--- config.mk ---
export PLATFORM = sky130hd
export DESIGN_NAME = preg_wakeup_sb
export DESIGN_NICKNAME = d
export VERILOG_FILES = /design/src/rtl/sbw_pkg.sv /design/src/rtl/sbw_board.sv /design/src/rtl/sbw_slot.sv /design/src/rtl/preg_wakeup_sb.sv
export SDC_FILE = /design/constraint.sdc
export NUM_CORES = 1
export LEC_CHECK = 0
export ABC_AREA = 0
export BUFFER_PORTS_ARGS = -buffer_cell sky130_fd_sc_hd__buf_2
export CORE_UTILIZATION = 35
export CTS_CLUSTER_SIZE = 40
export DETAILED_ROUTE_END_ITERATION = 16
export GPL_TIMING_DRIVEN = 1
export PLACE_DENSITY = 0.49
export SLEW_MARGIN = 20
export SYNTH_ARGS = -nofsm -noshare
export SYNTH_HDL_FRONTEND = slang
export SYNTH_SLANG_ARGS = --single-unit
--- constraint.sdc ---
create_clock -name clk -period 2.45 [get_ports clk]
set_clock_uncertainty 0.05 [all_clocks]
set_input_delay 0.1225 -clock clk [delete_from_list [all_inputs] [get_ports clk]]
set_output_delay 0.1225 -clock clk [all_outputs]
set_load 0.005 [all_outputs]
--- src/rtl/sbw_pkg.sv ---
package sbw_pkg;
    // Default geometry of the readiness scoreboard.
    localparam int unsigned SBW_NUM_PREGS   = 64;
    localparam int unsigned SBW_NUM_ENTRIES = 16;
    // Sources carried by each waiting entry.
    localparam int unsigned SBW_NUM_SRCS    = 2;
endpackage

--- src/rtl/sbw_board.sv ---
// Per-register ready flags: one set port (completion) and one clear port
// (destination claim); the clear is applied after the set.
module sbw_board #(
    parameter int NUM_PREGS = 64,
    localparam int IDX_W = $clog2(NUM_PREGS)
) (
    input  logic                 clk,
    input  logic                 rst_n,
    input  logic                 set_en,
    input  logic [IDX_W-1:0]     set_idx,
    input  logic                 clr_en,
    input  logic [IDX_W-1:0]     clr_idx,
    output logic [NUM_PREGS-1:0] flags
);
    typedef struct packed {
        logic [NUM_PREGS-1:0] bits;
    } board_t;

    board_t st_d, st_q;

    always_comb begin
        st_d = st_q;
        if (set_en) st_d.bits[set_idx] = 1'b1;
        if (clr_en) st_d.bits[clr_idx] = 1'b0;
    end

    always_ff @(posedge clk) begin
        if (!rst_n) st_q <= '0;
        else        st_q <= st_d;
    end

    assign flags = st_q.bits;
endmodule

--- src/rtl/sbw_slot.sv ---
// One waiting entry: source tags, per-source ready flags, valid.
module sbw_slot #(
    parameter int TAG_W    = 7,
    parameter int NUM_SRCS = 2
) (
    input  logic                            clk,
    input  logic                            rst_n,
    input  logic                            kill,
    input  logic                            wr_en,
    input  logic [NUM_SRCS-1:0][TAG_W-1:0]  wr_tags,
    input  logic [NUM_SRCS-1:0]             wr_rdy,
    input  logic                            wake_en,
    input  logic [TAG_W-1:0]                wake_tag,
    output logic                            valid,
    output logic                            all_rdy
);
    typedef struct packed {
        logic                           valid;
        logic [NUM_SRCS-1:0][TAG_W-1:0] tags;
        logic [NUM_SRCS-1:0]            rdy;
    } slot_t;

    slot_t st_d, st_q;

    always_comb begin
        st_d = st_q;
        if (kill) begin
            st_d.valid = 1'b0;
        end else if (st_q.valid && wake_en) begin
            for (int s = 0; s < NUM_SRCS; s++) begin
                if (st_q.tags[s] == wake_tag) st_d.rdy[s] = 1'b1;
            end
        end
        // A new dispatch overrides both squash and wakeup.
        if (wr_en) begin
            st_d.valid = 1'b1;
            st_d.tags  = wr_tags;
            st_d.rdy   = wr_rdy;
        end
    end

    always_ff @(posedge clk) begin
        if (!rst_n) st_q <= '0;
        else        st_q <= st_d;
    end

    assign valid   = st_q.valid;
    assign all_rdy = st_q.valid & (&st_q.rdy);
endmodule

--- src/rtl/preg_wakeup_sb.sv ---
module preg_wakeup_sb
    import sbw_pkg::*;
#(
    parameter int NUM_PREGS   = SBW_NUM_PREGS,
    parameter int NUM_ENTRIES = SBW_NUM_ENTRIES,
    localparam int TAG_W  = $clog2(NUM_PREGS) + 1,
    localparam int SLOT_W = $clog2(NUM_ENTRIES)
) (
    input  logic                   clk,
    input  logic                   rst_n,
    input  logic                   disp_valid,
    input  logic [SLOT_W-1:0]      disp_slot,
    input  logic [TAG_W-1:0]       disp_src_a,
    input  logic [TAG_W-1:0]       disp_src_b,
    input  logic                   disp_dst_valid,
    input  logic [TAG_W-1:0]       disp_dst,
    input  logic                   cmpl_valid,
    input  logic [TAG_W-1:0]       cmpl_tag,
    input  logic [NUM_ENTRIES-1:0] squash_mask,
    output logic [NUM_PREGS-1:0]   preg_ready,
    output logic [NUM_ENTRIES-1:0] entry_valid,
    output logic [NUM_ENTRIES-1:0] entry_ready
);
    localparam int IDX_W    = $clog2(NUM_PREGS);
    localparam int NUM_SRCS = SBW_NUM_SRCS;
    localparam logic [TAG_W-1:0] TAG_LIMIT = TAG_W'(NUM_PREGS);

    // Tags at or above the register count are not tracked.
    logic cmpl_trk;
    logic dst_trk;
    assign cmpl_trk = cmpl_valid && (cmpl_tag < TAG_LIMIT);
    assign dst_trk  = disp_valid && disp_dst_valid && (disp_dst < TAG_LIMIT);

    sbw_board #(.NUM_PREGS(NUM_PREGS)) u_board (
        .clk     (clk),
        .rst_n   (rst_n),
        .set_en  (cmpl_trk),
        .set_idx (cmpl_tag[IDX_W-1:0]),
        .clr_en  (dst_trk),
        .clr_idx (disp_dst[IDX_W-1:0]),
        .flags   (preg_ready)
    );

    // Source readiness sampled at dispatch, with same-cycle completion bypass.
    logic [NUM_SRCS-1:0][TAG_W-1:0] disp_tags;
    logic [NUM_SRCS-1:0]            disp_rdy;
    assign disp_tags = {disp_src_b, disp_src_a};

    for (genvar s = 0; s < NUM_SRCS; s++) begin : g_src
        logic src_trk;
        logic src_flag;
        logic src_byp;
        assign src_trk  = disp_tags[s] < TAG_LIMIT;
        assign src_flag = preg_ready[disp_tags[s][IDX_W-1:0]];
        assign src_byp  = cmpl_trk && (cmpl_tag == disp_tags[s]);
        assign disp_rdy[s] = !src_trk || src_flag || src_byp;
    end

    for (genvar e = 0; e < NUM_ENTRIES; e++) begin : g_slot
        logic wr_hit;
        assign wr_hit = disp_valid && (disp_slot == SLOT_W'(e));
        sbw_slot #(.TAG_W(TAG_W), .NUM_SRCS(NUM_SRCS)) u_slot (
            .clk      (clk),
            .rst_n    (rst_n),
            .kill     (squash_mask[e]),
            .wr_en    (wr_hit),
            .wr_tags  (disp_tags),
            .wr_rdy   (disp_rdy),
            .wake_en  (cmpl_trk),
            .wake_tag (cmpl_tag),
            .valid    (entry_valid[e]),
            .all_rdy  (entry_ready[e])
        );
    end
endmodule

==> impl_metrics.yaml, run 1 <==
logic_synthesis:
  yosys-top-cells-count: "nand2_1 (484), dfxtp_1 (336), a21boi_0 (230)"
  synth_top_area_cell: "dfxtp_1"
  synth_cell_types: 56
  syn_avg_cell_area_um2: 8.60
  synthesis.nets: 2042
  async_flop_share: 0
  syn_inst: 1989
  synth_area_leaders: "dfxtp_1 (39%), nand2_1 (11%), a21boi_0 (10%)"
  ys_seq_area_frac: 0.393
  netlist.area_leader.share: 0.393
  synth_area_um2: 17100
  synth.most_common_cell: "nand2_1"
  ys.flop_type: "dfxtp_1"
  ys_ff_latch: 336
  yosys_warnings: 0
  synth_edf_count: 0
route:
  first_iter_violations: 1105
  first_pass_iters: 7
  vias: 14724
  ant_nets: 0
  drc: 0
  avgViaCountPerCell: 5.39
  wire_per_inst_um: 21.9
  drt_wl_total_um: 59900
clocking:
  cts-resized-gates: 0
  hold_buffers: 27
  post_cts_buffers: 0
  cts_tree: "yes"
  cts_buffer_depth: 3
  cts.clk_slew.worst_paths_ns: 0.06
  h-tree-depth: 2
  root_buffer: "clkbuf_16"
  cts.sinks: 336
  worst_skew_pair.late_latency_ns: 0.58
  cts-buffers-inserted: 41
sta:
  hold_viol_final: 0
  setup_tns_ns: 0
  maxSlewHeadroom: 0.434
  rsz0062_at_grt: "no"
  max_freq_ghz: 0.473
  slew_violations: 0
  tightest_slew_ns: 0.842
  min_period_ns: 2.12
  fin_crit_sh: 0.863
  setup_viol_count_final: 0
global_routing:
  grt_overflow: 0
  grt_pass1_vias: 14091
  grt_max_degree: 89
  grt_use_total: 0.239
  grt_pass1_wl_um: 89800
  antenna_found_initial: 2
critical_path:
  end_kind: "flip-flop"
  startpoint_type: "primary input"
  cp_max_fo: 20
  path_class: "primary input to flip-flop"
  critPathRequiredTime_ns: 2.83
  arrival_ns: 2.50
final_layout:
  nNetsFinal: 2142
  area_growth_pct: 17.2
  filler_cell_count: 4798
  layout-drive-gt1-share: 0.180
placement:
  place.gp.congestion: 0.903
  port_buffers: 148
  hpwl_um: 39000
power_and_ir_drop:
  peakVddDrop_v: 0.000410
  power_mw: 13.0
  pwr_density_cell_nw_per_um2: 651
  p_leak_nw: 7.10
die:
  die_h_um: 223
  dieArea_um2: 49800
  std_cell_rows: 80
  ios: 149
  die_w_um: 223
  start_util: 0.357
  core_um2: 47900
run:
  drv_cap: 0
outcome:
  status: "completed"
worst_hold_path:
  hp-class: "primary input to flip-flop"
==> metrics by stage <==
stage / hold slack, ns / cell area [µm²] / setup slack, ns / cells / utilization
2_1_floorplan: 0.260 / 17100 / 0.607 / 1989 / -
3_3_place_gp: 0.361 / 18400 / 0.245 / 2634 / 0.384
3_5_place_dp: 0.372 / 18400 / 0.177 / 2634 / 0.384
4_1_cts: 0.00301 / 20000 / 0.361 / 2732 / 0.418
5_1_grt: 0.0394 / 20000 / 0.265 / 2734 / 0.418
6_report: 0.0240 / 20000 / 0.335 / 2734 / 0.418
==> final timing paths <==
check	start	to	slack, ns	cells after the start
worst max-delay path	disp_src_a[0]	g_slot[5].u_slot.st_q[0]	0.33	9
worst max register to register	u_board.flags[24]	g_slot[6].u_slot.st_q[1]	0.40	6
worst min-delay path	disp_dst[1]	u_board.flags[51]	0.02	3
worst min register to register	g_slot[5].u_slot.st_q[8]	g_slot[5].u_slot.st_q[8]	0.41	2
==> where the power goes <==
part / total, mW / leakage [nW] / switching, mW / internal [mW]
combinational: 1.25 / 3.71 / 0.790 / 0.463
sequential: 5.58 / 2.71 / 0.0461 / 5.53
clock: 6.21 / 0.677 / 2.45 / 3.77
==> worst max-delay path: stages <==
cell and delay, ns:
dlygate4sd3_1 0.52, buf_2 0.12, buf_12 0.19, mux4_1 0.60, mux2i_1 0.25, a221oi_1 0.17
a22oi_4 0.19, buf_12 0.21, a31oi_1 0.11
==> state kept, by name, indices dropped and copies added (netlist names) <==
| name | count |
|---|---|
| g_slot.u_slot.st_q | 256 |
| g_slot.u_slot.valid | 16 |
| u_board.flags | 64 |
==> metal layers <==
metal | global-route usage | up-vias | share of wire
met5 | 0 | - | 0
met4 | 0.0908 | 0 | 0.032
met3 | 0.0375 | 114 | 0.054
met1 | 0.327 | 7142 | 0.46
li1 | - | 7019 | -
met2 | 0.377 | 449 | 0.46
==> cell families after synthesis <==
logic type / synth area share
AO/OA/AOI/OAI: 0.189
XOR/XNOR: 0.105
buffers and inverters: 0.0587
flip-flops: 0.393
multiplexers: 0.0495
AND/OR/NAND/NOR: 0.204
==> final cells by class <==
type / count / area (µm²) / share of cell area
Tap cell: 615 / 769 / 0.0384
Multi-Input combinational cell: 1453 / 9390 / 0.469
Sequential cell: 336 / 6730 / 0.336
Antenna cell: 2 / 5.00 / 0.000250
Inverter: 2 / 7.51 / 0.000375
Clock inverter: 10 / 129 / 0.00643
Timing Repair Buffer: 255 / 1780 / 0.0890
Clock buffer: 61 / 1230 / 0.0614
==> cells in the final DEF (no fill, tap or decap), types with 17 or more instances in the layout <==
| cell | netlist | layout |
|---|---|---|
| a21boi_0 | 230 | 230 |
| nor4_1 | 18 | 18 |
| a21oi_1 | 17 | 17 |
| mux4_2 | 17 | 17 |
| nor2b_1 | 17 | 17 |
| a31oi_1 | 31 | 31 |
| xnor2_1 | 166 | 166 |
| nor2_1 | 83 | 83 |
| nand2_1 | 484 | 484 |
| o221a_2 | 36 | 36 |
| o21ai_0 | 34 | 34 |
| dfxtp_1 | 336 | 336 |
| nand4_1 | 35 | 35 |
| clkbuf_16 | 0 | 41 |
| o31ai_1 | 29 | 29 |
| nand3_1 | 26 | 26 |
| buf_4 | 37 | 67 |
| xor2_1 | 40 | 40 |
| dlygate4sd3_1 | 0 | 27 |
| nor3_1 | 30 | 30 |
| buf_2 | 41 | 147 |
(Power assumes the default switching activity.)
==> inputs of run 2 (changes only) <==
==> constraint.sdc (replaced) <==
create_clock -name clk -period 2.45 [get_ports clk]
set_clock_uncertainty 0.05 [all_clocks]
set_input_delay 0.3675 -clock clk [delete_from_list [all_inputs] [get_ports clk]]
set_output_delay 0.3675 -clock clk [all_outputs]
set_load 0.005 [all_outputs]
==> impl_metrics.yaml, run 2 (synthesized netlist as in run 1, its figures left out) <==
final_layout:
  nNetsFinal: 2130
  area_growth_pct: 15.8
  top_register: "g_slot.u_slot.st_q"
  filler_cell_count: 4851
  largest_reg_flops: 256
  layout-drive-gt1-share: 0.185
  final_common_cell: "nand2_1"
  most-common-layout-cells: "nand2_1 (484), dfxtp_1 (336), a21boi_0 (230), xnor2_1 (166), buf_2 (147)"
power_and_ir_drop:
  p_sw_mw: 3.23
  p_leak_nw: 7.01
  seqPwrFrac: 0.440
  p_int_mw: 9.44
  combPwrFrac: 0.097
  clock_power_share: 0.463
  power_mw: 12.7
  p_sw_frac: 0.255
  pwr_density_cell_nw_per_um2: 640
  peakVddDrop_v: 0.000415
sta:
  max_freq_ghz: 0.495
  tightest_slew_ns: 0.723
  hold_viol_final: 0
  min_period_ns: 2.02
  setup_viol_count_final: 0
  fin_crit_sh: 0.825
  setup_tns_ns: 0
  rsz0062_at_grt: "no"
  hold_slack_ns: 0.0652
  slew_violations: 0
  maxSlewHeadroom: 0.514
route:
  ant_nets: 0
  first_iter_violations: 1074
  drt_wl_total_um: 59300
  vias: 14731
  wire_per_inst_um: 21.8
  first_pass_iters: 5
  drc: 0
  avgViaCountPerCell: 5.41
die:
  std_cell_rows: 80
  core_um2: 47900
  start_util: 0.357
  dieArea_um2: 49800
  die_w_um: 223
  die_h_um: 223
  ios: 149
global_routing:
  grt_use_total: 0.237
  grt_pass1_wl_um: 89800
  grt_pass1_vias: 14005
  antenna_found_initial: 3
  grt_overflow: 0
  grt_max_degree: 66
critical_path:
  cp-startpoint: "u_board.flags[22]"
  end_kind: "flip-flop"
  path_class: "flip-flop to flip-flop"
  r2r_start: "u_board.flags[22]"
  arrival_ns: 2.40
  critPathRequiredTime_ns: 2.82
  startpoint_type: "flip-flop"
  cp_max_fo: 16
clocking:
  root_buffer: "clkbuf_16"
  hold_buffers: 0
  cts_tree: "yes"
  post_cts_buffers: 0
  cts.clk_slew.worst_paths_ns: 0.06
  cts-buffers-inserted: 41
  h-tree-depth: 2
  cts_buffer_depth: 3
  cts.sinks: 336
  cts-resized-gates: 0
  worst_skew_pair.late_latency_ns: 0.56
worst_hold_path:
  worstHoldStart: "squash_mask[15]"
  hp-class: "primary input to flip-flop"
placement:
  place.gp.congestion: 0.884
  hpwl_um: 40000
  port_buffers: 148
outcome:
  status: "completed"
run:
  drv_cap: 0
[run 2: cell types whose count changed in the layout (fill, tap and decap cells not counted), sizes merged]
| cell | change |
|---|---|
| inv | +2 |
| clkbuf | +1 |
| clkinv | -1 |
| dlygate4sd3 | -27 |
| bufinv | -1 |
| buf | +15 |
[run 2: stage by stage]
stage               area, µm²   util  worst slack, ns  std cells
floorplan               17100      -            0.362       1989
finish                  19800  0.413            0.428       2723
global route            19800  0.413            0.375       2723
global placement        18500  0.387           0.0435       2649
CTS                     19800  0.413            0.461       2721
detailed placement      18500  0.387           0.0425       2649
[run 2: critical path: stages, from the launching register on]
cell and delay, ns:
dfxtp_1 0.36, mux4_2 0.48, mux2i_1 0.22, o221ai_1 0.22
a22oi_4 0.21, buf_12 0.22, a31oi_1 0.11
[run 2: power by group through the flow]
| stage | clock [mW] | sequential (mW) | combinational, mW |
|---|---|---|---|
| 3_5_place_dp | 0 | 5.70 | 1.22 |
| 5_1_grt | 6.21 | 5.58 | 1.31 |
| 2_1_floorplan | 0 | 5.68 | 0.765 |
| 6_report | 5.87 | 5.58 | 1.23 |
| 4_1_cts | 5.99 | 5.58 | 1.23 |
| 3_3_place_gp | 0 | 5.70 | 1.22 |
[run 2: final cells by class]
class                      count  area [µm²]  share of cell area
inverter                       2        7.51            0.000379
timing repair buffer         243        1640              0.0827
clock buffer                  62        1150              0.0583
antenna                        2        5.00            0.000253
clock inverter                10         108             0.00543
tap                          615         769              0.0389
sequential                   336        6730               0.340
multi-input combinational   1453        9390               0.474
[run 2: metal layers]
layer  global-route usage  vias to the layer above  share of wire
met5                    0                        -        0.00013
met4               0.0676                        2          0.024
met3               0.0304                      103          0.049
met2                0.380                      461           0.46
met1                0.331                     7187           0.47
li1                     -                     6978              -
[run 2: final timing paths]
path	slack (ns)	depth (start not counted)	end
worst max-delay path	0.43	6	g_slot[6].u_slot.st_q[0]
worst min-delay path	0.07	3	g_slot[15].u_slot.valid
worst max register to register	0.43	6	g_slot[6].u_slot.st_q[0]
worst min register to register	0.41	2	g_slot[5].u_slot.st_q[8]
